$ cat config.mk
export PLATFORM = sky130hd
export DESIGN_NAME = mac_quad_acc
export DESIGN_NICKNAME = d
export VERILOG_FILES = /design/src/rtl/mac_pkg.sv /design/src/rtl/mac_opnd_fmt.sv /design/src/rtl/mac_acc_bank.sv /design/src/rtl/mac_quad_acc.sv
export SDC_FILE = /design/constraint.sdc
export NUM_CORES = 2
export LEC_CHECK = 0
export BUFFER_PORTS_ARGS = -buffer_cell sky130_fd_sc_hd__buf_2
export CELL_PAD_IN_SITES_DETAIL_PLACEMENT = 1
export CELL_PAD_IN_SITES_GLOBAL_PLACEMENT = 2
export CORE_AREA = 2 2 398 400
export CTS_CLUSTER_SIZE = 12
export DETAILED_ROUTE_END_ITERATION = 7
export DIE_AREA = 0 0 400 402
export PLACE_DENSITY = 0.9
export SLEW_MARGIN = 40
export SYNTH_ARGS = -nofsm -noshare
export SYNTH_HDL_FRONTEND = slang
export SYNTH_SLANG_ARGS = --single-unit
$ cat constraint.sdc
create_clock -name clk -period 10.8 [get_ports clk]
set_clock_uncertainty 0.1 [all_clocks]
set_input_delay 1.62 -clock clk [delete_from_list [all_inputs] [get_ports clk]]
set_output_delay 1.62 -clock clk [all_outputs]
set_load 0.1 [all_outputs]
$ cat src/rtl/mac_pkg.sv
package mac_pkg;
    typedef enum logic [1:0] {
        MODE_SINT  = 2'b00,
        MODE_UINT  = 2'b01,
        MODE_SFRAC = 2'b10,
        MODE_ALT   = 2'b11
    } mac_mode_e;

    typedef enum logic [1:0] {
        READ_IDLE,
        READ_HOLD,
        READ_SHOW
    } rd_state_e;
endpackage

$ cat src/rtl/mac_opnd_fmt.sv
module mac_opnd_fmt #(
    parameter int OP_W = 32
) (
    input  logic [OP_W-1:0]   raw,
    input  logic              half,
    input  logic              hi,
    input  logic              sgn,
    output logic signed [OP_W:0] ext
);
    localparam int HW = OP_W / 2;
    logic [HW-1:0] hword;

    always_comb begin
        hword = hi ? raw[OP_W-1:HW] : raw[HW-1:0];
        if (half)
            ext = sgn ? {{(OP_W-HW+1){hword[HW-1]}}, hword}
                      : {{(OP_W-HW+1){1'b0}}, hword};
        else
            ext = {sgn & raw[OP_W-1], raw};
    end
endmodule

$ cat src/rtl/mac_acc_bank.sv
module mac_acc_bank #(
    parameter int ACC_W = 48,
    parameter int N_ACC = 4,
    parameter int SUM_W = 68,
    parameter int SEL_W = 2
) (
    input  logic                    clk,
    input  logic                    rst_n,
    input  logic                    ret_v,
    input  logic [SEL_W-1:0]        ret_sel,
    input  logic signed [SUM_W-1:0] ret_add,
    input  logic                    sat_en,
    input  logic                    wr_en,
    input  logic [SEL_W-1:0]        wr_sel,
    input  logic [ACC_W-1:0]        wr_data,
    input  logic [SEL_W-1:0]        rd_sel,
    output logic [ACC_W-1:0]        rd_val,
    output logic                    rd_ovf,
    output logic [N_ACC-1:0]        ovf_flags
);
    localparam logic signed [SUM_W-1:0] MAX_S =
        $signed({{(SUM_W-ACC_W+1){1'b0}}, {(ACC_W-1){1'b1}}});
    localparam logic signed [SUM_W-1:0] MIN_S =
        $signed({{(SUM_W-ACC_W+1){1'b1}}, {(ACC_W-1){1'b0}}});
    localparam logic [ACC_W-1:0] MAX_A = {1'b0, {(ACC_W-1){1'b1}}};
    localparam logic [ACC_W-1:0] MIN_A = {1'b1, {(ACC_W-1){1'b0}}};

    logic [ACC_W-1:0]        acc_q [N_ACC];
    logic                    ovf_q [N_ACC];
    logic [ACC_W-1:0]        cur;
    logic signed [SUM_W-1:0] sum;
    logic                    ret_ovf;
    logic [ACC_W-1:0]        res;

    always_comb begin
        cur     = acc_q[ret_sel];
        sum     = $signed({{(SUM_W-ACC_W){cur[ACC_W-1]}}, cur}) + ret_add;
        ret_ovf = (sum > MAX_S) || (sum < MIN_S);
        if (ret_ovf && sat_en)
            res = sum[SUM_W-1] ? MIN_A : MAX_A;
        else
            res = sum[ACC_W-1:0];
    end

    for (genvar i = 0; i < N_ACC; i++) begin : g_acc
        always_ff @(posedge clk) begin
            if (!rst_n) begin
                acc_q[i] <= '0;
                ovf_q[i] <= 1'b0;
            end else if (wr_en && wr_sel == SEL_W'(i)) begin
                acc_q[i] <= wr_data;
                ovf_q[i] <= 1'b0;
            end else if (ret_v && ret_sel == SEL_W'(i)) begin
                acc_q[i] <= res;
                if (ret_ovf) ovf_q[i] <= 1'b1;
            end
        end
        assign ovf_flags[i] = ovf_q[i];


        sticky_ovf_chk: assert property (@(posedge clk) disable iff (!rst_n)
            (ovf_q[i] && !(wr_en && wr_sel == SEL_W'(i))) |=> ovf_q[i]);
    end

    assign rd_val = acc_q[rd_sel];
    assign rd_ovf = ovf_q[rd_sel];


    sat_clamp_chk: assert property (@(posedge clk) disable iff (!rst_n)
        (ret_v && sat_en && ret_ovf && !(wr_en && wr_sel == ret_sel))
        |=> (acc_q[$past(ret_sel)] == MAX_A || acc_q[$past(ret_sel)] == MIN_A));
endmodule

$ cat src/rtl/mac_quad_acc.sv
module mac_quad_acc #(
    parameter int OP_W  = 32,
    parameter int ACC_W = 48,
    parameter int N_ACC = 4,
    localparam int SEL_W = $clog2(N_ACC),
    localparam int PW    = 2 * (OP_W + 1),
    localparam int SUM_W = PW + 2
) (
    input  logic             clk,
    input  logic             rst_n,
    input  logic             op_valid,
    input  logic [OP_W-1:0]  op_a,
    input  logic [OP_W-1:0]  op_b,
    input  logic [1:0]       op_mode,
    input  logic             op_half,
    input  logic             op_a_hi,
    input  logic             op_b_hi,
    input  logic             op_sub,
    input  logic [SEL_W-1:0] op_acc,
    input  logic             sat_en,
    input  logic             wr_en,
    input  logic [SEL_W-1:0] wr_sel,
    input  logic [ACC_W-1:0] wr_data,
    input  logic             rd_req,
    input  logic [SEL_W-1:0] rd_sel,
    output logic             rd_ready,
    output logic             rd_valid,
    output logic [ACC_W-1:0] rd_data,
    output logic             rd_ovf,
    output logic [N_ACC-1:0] ovf_flags
);
    import mac_pkg::*;

    mac_mode_e mode;
    logic      sgn, frac;
    logic signed [OP_W:0] ea, eb;

    assign mode = mac_mode_e'(op_mode);
    assign sgn  = (mode != MODE_UINT);
    assign frac = (mode == MODE_SFRAC);

    mac_opnd_fmt #(.OP_W(OP_W)) u_fmt_a (.raw(op_a), .half(op_half), .hi(op_a_hi), .sgn(sgn), .ext(ea));
    mac_opnd_fmt #(.OP_W(OP_W)) u_fmt_b (.raw(op_b), .half(op_half), .hi(op_b_hi), .sgn(sgn), .ext(eb));

    // stage 1: captured operands; stage 2: product; stage 3: scaled addend
    logic                    s1_v, s2_v, s3_v;
    logic                    s1_frac, s2_frac, s1_sub, s2_sub;
    logic [SEL_W-1:0]        s1_acc, s2_acc, s3_acc;
    logic signed [OP_W:0]    s1_a, s1_b;
    logic signed [PW-1:0]    s2_prod;
    logic signed [SUM_W-1:0] widen, s3_add;

    always_comb begin
        widen = $signed({{(SUM_W-PW){s2_prod[PW-1]}}, s2_prod});
        if (s2_frac) widen = widen <<< 1;
        if (s2_sub)  widen = -widen;
    end

    always_ff @(posedge clk) begin
        if (!rst_n) begin
            s1_v <= 1'b0; s2_v <= 1'b0; s3_v <= 1'b0;
            s1_frac <= 1'b0; s2_frac <= 1'b0; s1_sub <= 1'b0; s2_sub <= 1'b0;
            s1_acc <= '0; s2_acc <= '0; s3_acc <= '0;
            s1_a <= '0; s1_b <= '0; s2_prod <= '0; s3_add <= '0;
        end else begin
            s1_v <= op_valid; s1_a <= ea; s1_b <= eb;
            s1_frac <= frac; s1_sub <= op_sub; s1_acc <= op_acc;
            s2_v <= s1_v; s2_prod <= s1_a * s1_b;
            s2_frac <= s1_frac; s2_sub <= s1_sub; s2_acc <= s1_acc;
            s3_v <= s2_v; s3_add <= widen; s3_acc <= s2_acc;
        end
    end

    logic [ACC_W-1:0] bk_val;
    logic             bk_ovf;
    logic [SEL_W-1:0] rsel_q;

    mac_acc_bank #(.ACC_W(ACC_W), .N_ACC(N_ACC), .SUM_W(SUM_W), .SEL_W(SEL_W)) u_bank (
        .clk(clk), .rst_n(rst_n),
        .ret_v(s3_v), .ret_sel(s3_acc), .ret_add(s3_add), .sat_en(sat_en),
        .wr_en(wr_en), .wr_sel(wr_sel), .wr_data(wr_data),
        .rd_sel(rsel_q), .rd_val(bk_val), .rd_ovf(bk_ovf), .ovf_flags(ovf_flags));

    // read controller: hold count = depth of youngest older op to the same accumulator
    rd_state_e        st_q, st_d;
    logic [1:0]       cnt_q, cnt_d, dep;
    logic [ACC_W-1:0] rd_data_q;
    logic             rd_ovf_q;

    always_comb begin
        if (op_valid && op_acc == rd_sel)  dep = 2'd3;
        else if (s1_v && s1_acc == rd_sel) dep = 2'd2;
        else if (s2_v && s2_acc == rd_sel) dep = 2'd1;
        else                               dep = 2'd0;
    end

    always_comb begin
        st_d  = st_q;
        cnt_d = cnt_q;
        unique case (st_q)
            READ_IDLE: if (rd_req) begin st_d = READ_HOLD; cnt_d = dep; end
            READ_HOLD: if (cnt_q == 2'd0) st_d = READ_SHOW;
                       else cnt_d = cnt_q - 2'd1;
            READ_SHOW: st_d = READ_IDLE;
            default:   st_d = READ_IDLE;
        endcase
    end

    always_ff @(posedge clk) begin
        if (!rst_n) begin
            st_q <= READ_IDLE; cnt_q <= '0; rsel_q <= '0;
            rd_data_q <= '0; rd_ovf_q <= 1'b0;
        end else begin
            st_q  <= st_d;
            cnt_q <= cnt_d;
            if (st_q == READ_IDLE && rd_req) rsel_q <= rd_sel;
            if (st_q == READ_HOLD && cnt_q == 2'd0) begin
                rd_data_q <= bk_val;
                rd_ovf_q  <= bk_ovf;
            end
        end
    end

    always_comb begin
        rd_ready = (st_q == READ_IDLE);
        rd_valid = (st_q == READ_SHOW);
    end
    assign rd_data = rd_data_q;
    assign rd_ovf  = rd_ovf_q;


    rd_pulse_chk: assert property (@(posedge clk) disable iff (!rst_n)
        rd_valid |=> !rd_valid);

    rd_take_chk: assert property (@(posedge clk) disable iff (!rst_n)
        (rd_req && rd_ready) |=> !rd_ready);
endmodule

==> results.cfg <==
[run_status]
status = finished clean

[logic_synthesis]
yosysUniqueCellTypes = 85
yosys_most_used_dff = dfxtp_1
ys_ff_latch = 464
synth-async-reset-ratio = 0
syn_avg_cell_area_sq_um = 9.40
syn_inst = 6952
syn-cell-area_sq_um = 65400
synth_nets = 8514
synth_edf_count = 195
yosys_warnings = 0
yosysSeqAreaShare = 0.172

[sta]
layout_min_cycle_time_ns = 9.51
fmax_mhz = 105
hold_viol_final = 0
worst_slew_pin_slew_ns = 0.891
report.final.slew_viol_count = 0
fin_setup_tns_ns = 0
min_period_over_period = 0.881
setup_slack_ns = 1.29
setup_viol = 0
rsz0062_at_grt = false
slew_headroom = 0.406

[floorplan]
io-pin-count = 185
fp.dieArea_sq_um = 161000
num_rows = 146
start_util = 0.416
die_w_um = 400
core_sq_um = 157000
die_y_um = 402

[final_layout]
drive_gt1_frac = 0.0808
synthToLayoutAreaGrowth_pct = 7.22
finalNonFillerCells = 8963
nNetsFinal = 8406

[clocking]
cts-root-buf = clkbuf_16
cts_hold_buf = 0
cts_resized = 0
post_cts_buffers = 0
cts_tree = done
htree_levels = 2
cts_sinks = 464
clk_path_buf_depth = 3
cts_buffers = 54
cts.clk_slew.worst_paths_ns = 0.06
clk_latency_ns = 0.69

[power]
power_frac_comb = 0.686
switching_share = 0.516
power.density_nw_per_um2 = 199
ir_drop_uv = 186
p_clk_frac = 0.137
power.share.sequential = 0.177
switching_power_mw = 7.18
leakage_nw = 32.2
p_int_mw = 6.74

[worst_setup_path]
cpMaxStageDelayCell = dfxtp_1
critPathRequiredTime_ns = 11.28
critPathKind = reg2reg
worstSetupStartpointType = register
endpoint_kind = register
worst-path-buf-inv = 5
worst-path-max-fanout = 20
worstPathArrival_ns = 9.99
cp_top_family = adder cells
cp_common_cell = fa_1
max_stage_delay_ns = 0.75

[placement]
place_ws_ns = 1.32
hpwl_mm = 173
dp.cells = 8855
place.gp.congestion = 0.929
port_buffers = 184

[route]
first_pass_iters = 6
routed_wl_mm = 224
via_count = 51500
avgRoutedWirePerCell_um = 25.0
ant_nets = 0
viasPerCell = 5.75
drc = 0
drtIter0Drc = 4194

[min_path]
worstHoldPathType = reg2reg

[global_route]
grt_pass1_wl_mm = 346
gr-total-overflow = 0
globalRouteTotalUtil = 0.281
grt_max_degree = 92
grt_pass1_vias = 57200
antenna_found_initial = 9

[job]
drv_cap = 0
-- metal layers --
layer | routed length (um) | global-route usage | vias to the layer above
li1 | - | - | 22100
met1 | 91500 | 0.371 | 26900
met2 | 107000 | 0.467 | 2082
met3 | 16800 | 0.0466 | 466
met4 | 8300 | 0.0921 | 4
met5 | 30 | 0 | -
-- cells by family (layout without fill, tap and decap cells) --
kind of cell,Yosys count,count (layout),share of synthesized area
AO/OA/AOI/OAI,1022,1022,0.108
XOR/XNOR,175,175,0.0234
adder cells (fa/ha/maj),1432,1432,0.406
buffers and inverters,1626,1564,0.0937
flip-flops,464,464,0.172
multiplexers,139,139,0.0399
other,0,1,0
AND/OR/NAND/NOR,2094,2094,0.157
-- power groups by stage --
stage                     clock (mW)  combinational (mW)  sequential (mW)
after detailed placement           0                9.48             2.50
after CTS                       1.94                9.54             2.46
after floorplan                    0                6.65             2.33
after global placement             0                9.18             2.48
final                           1.91                9.55             2.46
after global routing            2.00                10.7             2.49
-- Yosys cell counts (14+ instances only) --
cell type  count  area share
o21a_1        23      0.0026
nand4_1       55      0.0053
a21o_1        61      0.0070
inv_1       1185       0.068
nand2b_1      69      0.0066
mux4_2        97       0.033
nor3_1        46      0.0035
and4_1        14      0.0019
o31ai_1       26      0.0030
xnor2_1      108       0.014
buf_1         22      0.0013
a221o_1      183       0.028
and2_1       590       0.056
nand2_1      862       0.049
fa_1        1146        0.35
o21ai_0      159       0.012
a211oi_1      22      0.0025
nor4_1        19      0.0018
ha_1         286       0.055
mux2i_1       37      0.0057
or3_1         17      0.0016
nor2b_1       33      0.0032
nand3_1       62      0.0047
o211ai_1      30      0.0034
a31oi_1       34      0.0033
clkbuf_1     412       0.024
edfxtp_1     195       0.090
a221oi_1      19      0.0025
nor2_1       263       0.015
xor2_1        67      0.0090
dfxtp_1      269       0.082
a21oi_1      343       0.026
and3_1        17      0.0016
-- worst paths after layout --
| kind | startpoint | slack [ns] | cells after the start | end |
|---|---|---|---|---|
| max | s1_b[13]$_SDFF_PN0_ | 1.29 | 27 | s2_prod[59]$_SDFF_PN0_ |
| min | s1_v$_SDFF_PN0_ | 0.32 | 1 | s2_v$_SDFF_PN0_ |
| max reg2reg | s1_b[13]$_SDFF_PN0_ | 1.29 | 27 | s2_prod[59]$_SDFF_PN0_ |
| min reg2reg | s1_v$_SDFF_PN0_ | 0.32 | 1 | s2_v$_SDFF_PN0_ |
-- metrics by stage --
stage	instance area (sq um)	utilization	hold slack (ns)	power (mW)
2_1_floorplan	65400	-	0.312	8.98
3_3_place_gp	68100	0.433	0.323	11.7
3_5_place_dp	68100	0.434	0.327	12.0
4_1_cts	70000	0.445	0.328	13.9
5_1_grt	70100	0.446	0.353	15.2
6_report	70100	0.446	0.322	13.9
-- layout make-up --
| class | instances | area (sq um) |
|---|---|---|
| multi-input combinational | 4862 | 48200 |
| clock buffer | 80 | 1530 |
| antenna | 1 | 2.50 |
| timing repair buffer | 276 | 1680 |
| tap | 2072 | 2590 |
| sequential | 464 | 11300 |
| fill | 17900 | 87000 |
| inverter | 1186 | 4460 |
| clock inverter | 22 | 283 |
-- flip-flops by register name, indices dropped and copies added (netlist names) --
| register | count |
|---|---|
| s2_frac | 1 |
| u_bank.ovf_q | 4 |
| s1_sub | 1 |
| s1_b | 33 |
| s1_acc | 2 |
| s3_add | 68 |
| s1_v | 1 |
| rd_data | 48 |
| rsel_q | 2 |
| cnt_q | 2 |
| s1_a | 33 |
| s2_sub | 1 |
| s2_acc | 2 |
| s3_v | 1 |
| u_bank.acc_q | 192 |
| s2_prod | 66 |
| s1_frac | 1 |
| s2_v | 1 |
| s3_acc | 2 |
| st_q | 2 |
| rd_ovf | 1 |
-- layout by cell type, fill, tap and decap left out, types with 19 or more instances in the layout --
| cell type | instances |
|---|---|
| nand2_1 | 857 |
| nand3_1 | 62 |
| nor2_1 | 263 |
| fa_1 | 1146 |
| xnor2_1 | 107 |
| nand4_1 | 55 |
| a221oi_1 | 19 |
| buf_2 | 184 |
| mux4_2 | 97 |
| nand2b_1 | 69 |
| nor3_1 | 42 |
| clkbuf_1 | 20 |
| o21ai_0 | 158 |
| ha_1 | 286 |
| a221o_1 | 183 |
| edfxtp_1 | 195 |
| o21a_1 | 23 |
| dfxtp_1 | 228 |
| mux2i_1 | 37 |
| clkbuf_16 | 56 |
| nor2b_1 | 33 |
| a21oi_1 | 339 |
| o211ai_1 | 30 |
| buf_4 | 83 |
| o31ai_1 | 26 |
| a211oi_1 | 21 |
| xor2_1 | 67 |
| and2_1 | 589 |
| a31oi_1 | 30 |
| dfxtp_2 | 30 |
| inv_1 | 1184 |
| a21o_1 | 61 |
No activity file was read; power rests on OpenSTA's default activity.
